--- config.mk ---
export PLATFORM = sky130hd
export DESIGN_NAME = ringcap_top
export DESIGN_NICKNAME = d
export VERILOG_FILES = /design/src/rtl/ringcap_pkg.sv /design/src/rtl/ringcap_regs.sv /design/src/rtl/ringcap_space.sv /design/src/rtl/ringcap_ctrl.sv /design/src/rtl/ringcap_top.sv
export SDC_FILE = /design/constraint.sdc
export NUM_CORES = 1
export LEC_CHECK = 0
export BUFFER_PORTS_ARGS = -buffer_cell sky130_fd_sc_hd__buf_2
export CAP_MARGIN = 25
export CORE_AREA = 8 8 180 182
export CTS_CLUSTER_SIZE = 8
export DETAILED_ROUTE_END_ITERATION = 7
export DIE_AREA = 0 0 188 190
export PLACE_DENSITY = 0.44
export SLEW_MARGIN = 20
export SYNTH_ARGS = -nofsm -noshare
export SYNTH_HDL_FRONTEND = slang
export SYNTH_SLANG_ARGS = --single-unit
--- constraint.sdc ---
create_clock -name clk -period 3.74 [get_ports clk]
set_clock_uncertainty 0.1 [all_clocks]
set_input_delay 0.935 -clock clk [delete_from_list [all_inputs] [get_ports clk]]
set_output_delay 0.935 -clock clk [all_outputs]
set_load 0.05 [all_outputs]
--- src/rtl/ringcap_pkg.sv ---
package ringcap_pkg;
  localparam int DATA_W     = 32;
  localparam int REG_AW     = 5;
  localparam int UNIT_BYTES = DATA_W / 8;

  typedef enum logic [2:0] {
    SEL_ENABLE = 3'd0,
    SEL_BASE   = 3'd1,
    SEL_SIZE   = 3'd2,
    SEL_PROD   = 3'd3,
    SEL_CONS   = 3'd4
  } reg_sel_e;
endpackage

--- src/rtl/ringcap_regs.sv ---
module ringcap_regs
  import ringcap_pkg::*;
#(
  parameter int ADDR_W = 32,
  parameter int IDX_W  = 22
) (
  input  logic              clk,
  input  logic              rst_n,
  input  logic              soft_rst,
  input  logic              we,
  input  logic [REG_AW-1:0] addr,
  input  logic [DATA_W-1:0] wdata,
  input  logic [IDX_W-1:0]  prod_idx,
  output logic [DATA_W-1:0] rdata,
  output logic              enable,
  output logic [ADDR_W-1:0] base,
  output logic [IDX_W-1:0]  size,
  output logic [IDX_W-1:0]  cons_idx
);
  reg_sel_e sel;
  assign sel = reg_sel_e'(addr[4:2]);

  always_ff @(posedge clk or negedge rst_n) begin
    if (!rst_n) begin
      enable   <= 1'b0;
      base     <= '0;
      size     <= '0;
      cons_idx <= '0;
    end else begin
      if (soft_rst) begin
        enable   <= 1'b0;
        cons_idx <= '0;
      end else if (we) begin
        if (sel == SEL_ENABLE) enable   <= wdata[0];
        if (sel == SEL_CONS)   cons_idx <= wdata[IDX_W-1:0];
      end
      if (we && sel == SEL_BASE) base <= wdata[ADDR_W-1:0];
      if (we && sel == SEL_SIZE) size <= wdata[IDX_W-1:0];
    end
  end

  always_comb begin
    unique case (sel)
      SEL_ENABLE: rdata = DATA_W'(enable);
      SEL_BASE:   rdata = DATA_W'(base);
      SEL_SIZE:   rdata = DATA_W'(size);
      SEL_PROD:   rdata = DATA_W'(prod_idx);
      SEL_CONS:   rdata = DATA_W'(cons_idx);
      default:    rdata = '0;
    endcase
  end

  assert_soft_clear_R9: assert property (@(posedge clk) disable iff (!rst_n)
    soft_rst |=> (!enable && cons_idx == '0));
endmodule

--- src/rtl/ringcap_space.sv ---
module ringcap_space
  import ringcap_pkg::*;
#(
  parameter int IDX_W = 22
) (
  input  logic [IDX_W-1:0] prod_idx,
  input  logic [IDX_W-1:0] cons_idx,
  input  logic [IDX_W-1:0] size,
  output logic [IDX_W-1:0] next_idx,
  output logic             room
);
  localparam logic [IDX_W-1:0] STEP = IDX_W'(UNIT_BYTES);
  logic [IDX_W-1:0] mask;

  assign mask     = size - IDX_W'(1);
  assign next_idx = (prod_idx + STEP) & mask;
  assign room     = (next_idx != cons_idx);
endmodule

--- src/rtl/ringcap_ctrl.sv ---
module ringcap_ctrl #(
  parameter int IDX_W = 22
) (
  input  logic             clk,
  input  logic             rst_n,
  input  logic             soft_rst,
  input  logic             enable,
  input  logic             room,
  input  logic [IDX_W-1:0] next_idx,
  input  logic             smp_valid,
  input  logic             mem_ready,
  output logic             writable,
  output logic             accept,
  output logic [IDX_W-1:0] prod_idx
);
  assign writable = enable && room;
  assign accept   = writable && smp_valid && mem_ready;

  always_ff @(posedge clk or negedge rst_n) begin
    if (!rst_n)        prod_idx <= '0;
    else if (soft_rst) prod_idx <= '0;
    else if (accept)   prod_idx <= next_idx;
  end

  assert_hold_idle_R10: assert property (@(posedge clk) disable iff (!rst_n)
    (!accept && !soft_rst) |=> $stable(prod_idx));
  assert_soft_zero_R9: assert property (@(posedge clk) disable iff (!rst_n)
    soft_rst |=> prod_idx == '0);
endmodule

--- src/rtl/ringcap_top.sv ---
module ringcap_top
  import ringcap_pkg::*;
#(
  parameter int ADDR_W = 32,
  parameter int IDX_W  = 22
) (
  input  logic              clk,
  input  logic              rst_n,
  input  logic              soft_rst,
  input  logic              reg_we,
  input  logic [4:0]        reg_addr,
  input  logic [31:0]       reg_wdata,
  output logic [31:0]       reg_rdata,
  input  logic              smp_valid,
  input  logic [31:0]       smp_data,
  output logic              smp_ready,
  output logic              mem_valid,
  output logic [ADDR_W-1:0] mem_addr,
  output logic [31:0]       mem_data,
  input  logic              mem_ready
);
  logic              enable, room, writable, accept;
  logic [ADDR_W-1:0] base;
  logic [IDX_W-1:0]  size, cons_idx, prod_idx, next_idx;

  ringcap_regs #(.ADDR_W(ADDR_W), .IDX_W(IDX_W)) u_regs (
    .clk(clk), .rst_n(rst_n), .soft_rst(soft_rst), .we(reg_we),
    .addr(reg_addr), .wdata(reg_wdata), .prod_idx(prod_idx),
    .rdata(reg_rdata), .enable(enable), .base(base), .size(size),
    .cons_idx(cons_idx)
  );

  ringcap_space #(.IDX_W(IDX_W)) u_space (
    .prod_idx(prod_idx), .cons_idx(cons_idx), .size(size),
    .next_idx(next_idx), .room(room)
  );

  ringcap_ctrl #(.IDX_W(IDX_W)) u_ctrl (
    .clk(clk), .rst_n(rst_n), .soft_rst(soft_rst), .enable(enable),
    .room(room), .next_idx(next_idx), .smp_valid(smp_valid),
    .mem_ready(mem_ready), .writable(writable), .accept(accept),
    .prod_idx(prod_idx)
  );

  assign mem_valid = smp_valid && writable;
  assign smp_ready = mem_ready && writable;
  assign mem_addr  = base + ADDR_W'(prod_idx);
  assign mem_data  = smp_data;

  assert_never_full_R6: assert property (@(posedge clk) disable iff (!rst_n)
    (accept && !soft_rst && !(reg_we && reg_addr[4:2] == 3'd4))
      |=> prod_idx != cons_idx);
  assert_gate_off_R8: assert property (@(posedge clk) disable iff (!rst_n)
    !enable |-> (!mem_valid && !smp_ready));
  assert_take_only_on_accept_R10: assert property (@(posedge clk) disable iff (!rst_n)
    (smp_valid && smp_ready) |-> (mem_valid && mem_ready));
endmodule

==> results of run 1 <==
## final cells by class
cell class / count / area (sq um) / area share (%)
Inverter: 14 / 52.6 / 0.479
Multi-Input combinational cell: 579 / 5080 / 46.3
Clock inverter: 7 / 67.6 / 0.616
Antenna cell: 1 / 2.50 / 0.0228
Clock buffer: 9 / 225 / 2.05
Sequential cell: 99 / 2480 / 22.6
Tap cell: 390 / 488 / 4.45
Timing Repair Buffer: 314 / 2580 / 23.5
## logic make-up after synthesis
kind of cell / share of synthesized area [%]
XOR/XNOR: 7.10
adder cells (fa/ha/maj): 4.40
multiplexers: 8.87
buffers and inverters: 6.59
AO/OA/AOI/OAI: 21.1
AND/OR/NAND/NOR: 17.9
flip-flops: 34.0
## routing by layer
layer,up-vias,wire [microns]
li1,3357,-
met1,3430,13200
met2,176,12800
met3,27,1200
met5,-,22
met4,4,379
## placed cells by master (no fill, tap or decap), drive strengths merged, types with 3 or more instances in the layout
cell	count
a2111oi	5
a211oi	7
a21boi	3
a21o	10
a21oi	30
a221o	24
a22o	42
a31o	4
a32o	12
and2	21
and3	10
buf	313
clkbuf	10
dfrtp	99
ha	24
inv	18
mux2	52
mux2i	6
nand2	51
nand2b	6
nand3	24
nand4	11
nor2	32
nor2b	7
nor3	16
nor4	13
nor4b	7
o21a	3
o21ai	41
o31ai	7
or2	6
or3	16
or4	5
xnor2	37
xor2	22
## stage by stage
step                      worst slack, ps  area [sq um]  total power, W  std cells  hold slack (ps)
after global routing                 -711         11000         0.00431       1412              478
after floorplan                      -152          7540         0.00241        767              396
after detailed placement             -831          9750         0.00297       1370              427
after CTS                            -681         10500         0.00409       1397              449
after global placement               -787          9750         0.00297       1370              420
final                                -569         11000         0.00410       1413              454
## flip-flops by register name (all words and copies together) (netlist names)
| signal | flops |
|---|---|
| u_regs.cons_idx | 22 |
| u_regs.enable | 1 |
| u_regs.size | 22 |
| u_ctrl.prod_idx | 22 |
| u_regs.base | 32 |
## how the worst min path moves through the flow
stage	end	slack, ps	cells after the start
finish	u_regs.base[21]	450	1
global route	u_regs.cons_idx[7]	480	1
CTS	u_regs.cons_idx[7]	450	1
detailed placement	u_regs.cons_idx[7]	430	1
global placement	u_regs.cons_idx[7]	420	1
floorplan	u_regs.cons_idx[7]	400	1
## worst max-delay path, cell delays in order, from the launching register on
cell,delay [ps]
dfrtp_1,400
or4_4,570
buf_6,150
or4_4,470
and2_4,180
a2111oi_4,340
and4b_2,350
nand3_4,100
and3_4,200
buf_8,140
## power groups by stage
stage	Combinational, W	Clock (W)	Sequential (W)
6_report	0.00178	0.000959	0.00136
5_1_grt	0.00190	0.00102	0.00139
4_1_cts	0.00174	0.000987	0.00136
3_5_place_dp	0.00159	0	0.00137
3_3_place_gp	0.00159	0	0.00137
2_1_floorplan	0.00106	0	0.00135
## repair_timing
action	CTS	global route
buffers inserted	13	20
endpoints found under the setup margin	31	29
cloned	0	1
pin swaps	37	39
gates resized for setup	112	58
==> metrics, run 1 <==
fin crit share=115%; Seq/Total Area, Yosys=34.0%; synth-to-layout area growth=50.8%; Setup TNS=-7710 ps; RR Startpoint=u_regs.size[14]; # DRC=0; initial antenna violation count=2; number of enable flip-flop cells after synthesis=0; H-tree levels=3; GRT overflow=0; Starting Density=24.7%; synthesized area=7280 sq um; worst-case reg-to-reg path depth=13; Ports=173; Worst Max-Slew Pin Slew=777 ps; Relative slew margins=48.1%; area of the die=35700 sq um; routed wire length=27700 microns; flop2flop setup slack=100 ps; power share of the combinational group=43.4%; GRT met1 Usage=21.0%; vias in the first global route=7086; pin count of the biggest net entering global routing=60; clock network fraction of design power=23.4%; Routed WL per cell=19.6 microns; Setup WS post-layout=-569 ps; CP endpoint kind=primary output; Leakage=4.81 nW; global-route wire length before repair=42400 microns; layout cell share with drive strength beyond 1=49.1%; terminus of the critical flop-to-flop path=u_ctrl.prod_idx[20]; Most used DFF post-synth=dfrtp_1; met3 usage=2.27%; global routing's busiest layer=met2; CP Class=reg2out; Root Buffer=clkbuf_16; crit path to=smp_ready; VDD IR max=0.208 mV; fin nets=1117; Synth Register Bits=99; Max Cap Violations=0; die height=190 microns; Starting DRT DRC Count=429; row cnt=63; critical path peak fanout=6; Distinct cells, synth=68; Core ar.=29400 sq um; syn avg cell area=9.49 sq um; status=complete, but fails checks; CTS Buffer Depth=2; commonest cells in the netlist=dfrtp_1 (99), mux2_2 (52), nand2_1 (51); endpoints failing setup=25; RSZ-0062 raised after global routing=yes; Final ANT Viol Nets=0; Die Span X=188 microns; Detailed Place HPWL=20400 microns; net switching power=0.00164 W; top cells by area, synth=dfrtp_1 (34%), mux2_2 (8.0%), a22o_1 (5.1%); routability cong.=0.816; f_max=232 MHz; HP Class=reg2reg; Yosys warning count=0; clock tree sinks=99; Cell Pwr Density=374 nW/um^2; Worst Setup Start Kind=flop; most common cell in the synthesized netlist=dfrtp_1; PortBufs=106; max-slew violations=0; CP Data Required Time=2700 ps; Vias=6994; Post-synth ARST share=100%; fill cell count=2948; failing checks=setup timing; Reg power frac=33.3%; Mapped Nets=867; top cell type's share of synthesized area=34.0%; Critical Path Start=u_regs.size[14]; Syn Inst Count=767; WP data arrival=3270 ps; Total GRT Usage=15.2%; Detailed Routing Iterations Pass 1=5; CTS tree=yes; Final Core Density=37.3%; routing usage on met2=24.3%; post-synth top area cell=dfrtp_1; Worst-path clk slew=80 ps; design internal power=0.00246 W; switch share=39.9%; # hold bufs at CTS=0; crit path time final=4310 ps; clock latency on the worst-skew pair=360 ps; total CTS buffers=9; via/cell ratio=4.95; final hold viol count=0; Hold Crit Start=u_regs.base[21]
Note: power is estimated with default switching activity, not from simulation.
==> run 2: changes to the inputs <==
BUFFER_PORTS_ARGS = not set   (was -buffer_cell sky130_fd_sc_hd__buf_2)
DONT_BUFFER_PORTS = 1   (was not set)
PLACE_DENSITY = 0.39   (was 0.44)
==> run 2 against run 1 <==
The run still ends with setup timing left. Setup slack gained 21 ps. Fmax increased by 0.50%. Worst hold slack worse by 280 ps. Routed wire length increased by 3.6%. Sequential share of layout area increased by 0.64 points. Design area shrank 2.7%. Non-clock buffer count shrank 89. Die area stayed put. Global-route usage increased by 0.53 points. Via count shrank 2.9%. Clock power rose by 1%. Highest routed layer is now met4.
==> metrics, run 2 (synthesis results as in run 1) <==
status=complete, but fails checks; failing checks=setup timing; max reg flops=32 (unchanged); Die Span X=188 microns (unchanged); RSZ-0062 raised after global routing=yes; critical path peak fanout=5 (-1); vias in the first global route=7127 (+0.58%); GRT overflow=0 (unchanged); die height=190 microns (unchanged); Final ANT Viol Nets=0 (unchanged); Vias=6794 (-2.9%); Max Cap Violations=0 (unchanged); Routed WL per cell=21.7 microns (+11%); fin nets=1028 (-8.0%); Detailed Routing Iterations Pass 1=5 (unchanged); synth-to-layout area growth=46.7%; CP Class=reg2out; Leakage=4.50 nW (-6.6%); total CTS buffers=9 (unchanged); area of the die=35700 sq um (unchanged); Total GRT Usage=15.7% (+0.53 points); via/cell ratio=5.14 (+3.7%); Core ar.=29400 sq um (unchanged); critical path, cell by cell=ha_2 -> inv_2 -> fa_2 -> nor2b_4 -> o31ai_4 -> a21oi_2 -> o211ai_1 -> a21o_1 -> a2111oi_4 -> o31ai_4 -> buf_12 -> nor2_4 -> buf_6 -> xor2_4 -> buf_12; Worst Max-Slew Pin Slew=834 ps (+56.8 ps); Top reg by flops=u_regs.base; # DRC=0 (unchanged); # diodes=0 (-1); initial antenna violation count=0 (-2); Starting Density=24.7% (unchanged); pin count of the biggest net entering global routing=100 (+67%); Detailed Place HPWL=20800 microns (+2.0%); Root Buffer=clkbuf_16; H-tree levels=3 (unchanged); placed insts=1290 (-5.8%); clock latency on the worst-skew pair=360 ps (about the same); routability cong.=0.851 (+4.3%); routed wire length=28700 microns (+3.6%); Ports=173 (unchanged); endpoints failing setup=23 (-8.0%); slowest stage delay, CP=370 ps (-200 ps); Setup WS post-layout=-548 ps (+21.5 ps); CTS tree=yes; Worst Setup Start Kind=flop; HP Class=in2async; fill cell count=2928 (-0.68%); WP data arrival=3250 ps (-20 ps); final hold viol count=0 (unchanged); crit path time final=4290 ps (-21.5 ps); commonest non-fill, non-tap cells in the layout=buf_4 (162), dfrtp_1 (97), mux2_2 (52); fin crit share=115% (-0.57 points); Relative slew margins=44.4% (-3.8 points); row cnt=63 (unchanged); max-slew violations=0 (unchanged); clock tree sinks=99 (unchanged); global-route wire length before repair=43400 microns (+2.5%); most common cell after layout, fill and taps aside=buf_4; Worst path slowest cell=a2111oi_4; fin cells=1323 (-6.4%); Starting DRT DRC Count=463 (+7.9%); Worst-path clk slew=70 ps (about the same); CP endpoint kind=primary output; CTS Buffer Depth=2 (unchanged); PortBufs=0 (-100%); Place WS=-713 ps (+119 ps); layout cell share with drive strength beyond 1=43.8% (-5.3 points); CP Data Required Time=2700 ps (about the same); placed cell area=9700 sq um (-0.49%); Final Instance Area=10700 sq um (-2.7%); Cell Pwr Density=388 nW/um^2 (+3.9%); VDD IR max=0.214 mV (+3.0%); f_max=233 MHz (+0.50%)
-- run 2: what timing repair did --
action                     4_1_cts  5_1_grt
setup endpoints to repair       26       37
gates resized for setup         92       28
pin swaps                       48       31
hold buffers                     0        0
cloned                           0        1
setup buffers                    8       12
-- run 2: report_power, final --
part | leakage (nW) | switching [W] | total, W | internal, W
clock | 0.146 | 0.000448 | 0.000969 | 0.000521
combinational | 3.08 | 0.000966 | 0.00181 | 0.000841
sequential | 1.27 | 0.000163 | 0.00137 | 0.00120
total | 4.50 | 0.00158 | 0.00414 | 0.00257
-- run 2: layout make-up --
type	count	area, sq um	share of cell area, %
clock inverter	6	66.3	0.621
multi-input combinational	579	5060	47.4
inverter	14	52.6	0.492
clock buffer	10	229	2.15
timing repair buffer	225	2300	21.5
sequential	99	2480	23.2
tap	390	488	4.57
-- run 2: final timing paths --
kind | cells after the start | slack [ps] | start | endpoint
setup / recovery | 15 | -550 | u_regs.base[0] | mem_addr[24]
hold / removal | 0 | 180 | rst_n | u_regs.cons_idx[9]
setup reg to reg | 13 | 160 | u_regs.size[12] | u_ctrl.prod_idx[5]
hold reg to reg | 1 | 450 | u_regs.base[20] | u_regs.base[20]
max in group asynchronous | 0 | 3180 | rst_n | u_regs.size[0]
min in group clk | 1 | 450 | u_regs.base[20] | u_regs.base[20]
-- run 2: critical path: cells and delay by family, from the launching register on --
kind	cells	cell delay [ps]
XOR/XNOR	1	160
flip-flops	1	360
AND/OR/NAND/NOR	2	230
AO/OA/AOI/OAI	6	1130
buffers and inverters	4	460
adder cells (fa/ha/maj)	2	550
-- run 2: metrics by stage --
step	hold WS, ps	setup TNS (ps)	total power [W]	util, %
final	176	-9320	0.00414	36.3
after global routing	152	-12600	0.00433	36.3
after CTS	157	-8970	0.00416	35.5
after detailed placement	436	-7250	0.00309	33.0
after global placement	432	-6760	0.00307	33.0
after floorplan	396	-528	0.00241	-
-- run 2: routing by layer --
metal  vias up  GRT usage (%)  routed length, microns  part of all wire, %
li1       3169              -                       -                    -
met1      3409           20.7                   13300                   46
met2       192           25.5                   13400                   47
met3        24           3.64                    1580                  5.5
met4         0           4.27                     401                  1.4
met5         -              0                       0                    0
==> run 3: changes to the inputs <==
clock period = 3.5 ns   (was 3.74 ns; I/O delays follow)
==> run 3 against run 2 <==
The flow still finishes with violations (setup timing). Setup slack worse by 180 ps. Via count rose by 2.0%. Register-to-register slack worse by 410 ps. Worst hold slack worse by 68 ps. Count of clock-buffer cells in the layout down 1. Die area is the same. Critical path type unchanged. Highest routed layer unchanged.
==> metrics, run 3 (synthesis results as in run 1) <==
CTS tree=yes; cell family with most CP delay=compound AO/OA/AOI/OAI gates; layout cell share with drive strength beyond 1=47.4% (+3.6 points); clock tree sinks=99 (unchanged); Starting Density=24.7% (unchanged); WHS=108 ps (-67.8 ps); multi-input logic area=5140 sq um (+1.6%); Relative slew margins=44.8% (+0.48 points); fin cells=1354 (+2.3%); vias in the first global route=7220 (+1.3%); WP data arrival=3260 ps (about the same); Routed WL per cell=21.1 microns (-2.8%); Max Cap Violations=0 (unchanged); net switching power=0.00174 W (+10%); RSZ-0062 raised after global routing=yes; commonest non-fill, non-tap cells in the layout=buf_4 (178), dfrtp_1 (95), mux2_2 (52); PortBufs=0 (unchanged); CP Class=reg2out; via/cell ratio=5.12 (-0.30%); Worst Setup Start Kind=flop; initial antenna violation count=0 (unchanged); # DRC=0 (unchanged); Detailed Place HPWL=20900 microns (+0.42%); Cell Pwr Density=409 nW/um^2 (+5.4%); Starting DRT DRC Count=431 (-6.9%); max-slew violations=0 (unchanged); Worst Max-Slew Pin Slew=827 ps (-7.13 ps); placed cell area=9870 sq um (+1.8%); GRT overflow=0 (unchanged); placed insts=1308 (+1.4%); slowest stage delay, CP=390 ps (+20 ps); max reg flops=32 (unchanged); fin nets=1059 (+3.0%); routed wire length=28500 microns (-0.48%); CP Data Required Time=2520 ps (-180 ps); Ports=173 (unchanged); # diodes=0 (unchanged); synth-to-layout area growth=52.2%; switch share=38.4% (+0.30 points); CTS Buffer Depth=2 (unchanged); fill cell count=2929 (+0.034%); status=complete, but fails checks; VDD IR max=0.253 mV (+19%); final hold viol count=0 (unchanged); Core ar.=29400 sq um (unchanged); Reg power frac=32.1% (-0.9 points); Worst-path clk slew=80 ps (about the same); failing checks=setup timing; total CTS buffers=9 (unchanged); Setup WS post-layout=-732 ps (-184 ps); critical path peak fanout=5 (unchanged); power share of the combinational group=43.9% (+0.3 points); RR Startpoint=u_regs.size[13]; H-tree levels=3 (unchanged); HP Class=in2async; die height=190 microns (unchanged); critical path, cell by cell=ha_2 -> buf_4 -> buf_6 -> a21o_1 -> a21oi_2 -> nor2b_1 -> o21ai_2 -> a31oi_4 -> buf_12 -> a2111oi_4 -> buf_4 -> o31ai_4 -> buf_4 -> nand2_4 -> xnor2_2 -> buf_12; design internal power=0.00279 W (+8.8%); CP endpoint kind=primary output; Worst path slowest cell=dfrtp_1; Die Span X=188 microns (unchanged); global-route wire length before repair=44600 microns (+2.8%); Final Instance Area=11100 sq um (+3.8%); row cnt=63 (unchanged); Total GRT Usage=16.0% (+0.24 points); Leakage=4.72 nW (+4.9%); crit path time final=4230 ps; FF+latch area=2480 sq um (+0.10%); Critical Path Start=u_regs.base[0]; WP buf/inv=6 (+2); clock latency on the worst-skew pair=360 ps (about the same); f_max=236 MHz; Vias=6932 (+2.0%); Top reg by flops=u_regs.base; endpoints failing setup=48 (+110%); Detailed Routing Iterations Pass 1=5 (unchanged); fin crit share=121%; most common cell after layout, fill and taps aside=buf_4; clock network fraction of design power=24.0% (+0.6 points); area of the die=35700 sq um (unchanged); Final ANT Viol Nets=0 (unchanged); routability cong.=0.868 (+1.9%); Root Buffer=clkbuf_16; total power=0.00453 W (+9.3%); pin count of the biggest net entering global routing=100 (unchanged); most numerous cell on the critical path=buf_4
[run 3: cell types whose count changed in the layout (fill, tap and decap cells not counted), moves of 3 or more]
cell | previous run | this run
or3_4 | 2 | 7
a21oi_1 | 15 | 12
clkinvlp_4 | 0 | 3
o21ai_0 | 29 | 21
xnor2_2 | 11 | 15
xnor2_1 | 22 | 19
o21ai_1 | 10 | 13
buf_6 | 21 | 34
buf_4 | 162 | 178
clkinv_4 | 3 | 0
o21ai_2 | 1 | 5
or3_1 | 14 | 9
[run 3: layer usage]
layer	global-route usage, %	wire length (microns)
met1	21.4	13200
met2	25.9	13400
met3	3.08	1570
met4	4.30	409
met5	0	0
[run 3: what timing repair did]
action	4_1_cts	5_1_grt
gates cloned	1	0
setup endpoints to repair	42	51
pin swaps	55	45
buffers inserted	19	17
gates resized for setup	102	47
hold buffers	0	0
[run 3: layout make-up]
class | instances | area share (%)
multi-input cells | 579 | 46.4
repair buffers | 256 | 23.5
flip-flops and latches | 99 | 22.4
well taps | 390 | 4.41
clock buffers | 9 | 2.03
clock inverters | 7 | 0.757
inverters | 14 | 0.475
[run 3: stage by stage]
| stage | setup slack [ps] | util, % | TNS [ps] |
|---|---|---|---|
| floorplan | -264 | - | -1120 |
| global placement | -546 | 33.6 | -7190 |
| detailed placement | -600 | 33.6 | -7460 |
| CTS | -763 | 36.6 | -13820 |
| global route | -911 | 37.7 | -22960 |
| finish | -732 | 37.7 | -16070 |
[run 3: path summary, 6_finish.rpt]
path,slack [ps],to,cells after the start
worst max-delay path,-730,mem_addr[27],16
worst min-delay path,110,u_regs.size[9],0
worst max register to register,-250,u_ctrl.prod_idx[11],15
worst min register to register,450,u_regs.cons_idx[7],1
max in group asynchronous,2980,u_regs.size[19],0
min in group clk,450,u_regs.cons_idx[7],1
[run 3: power by group through the flow]
stage | Combinational (W) | Sequential [W] | Clock (W)
2_1_floorplan | 0.00114 | 0.00144 | 0
3_3_place_gp | 0.00184 | 0.00147 | 0
3_5_place_dp | 0.00186 | 0.00147 | 0
4_1_cts | 0.00195 | 0.00145 | 0.00112
5_1_grt | 0.00210 | 0.00148 | 0.00116
6_report | 0.00199 | 0.00146 | 0.00109
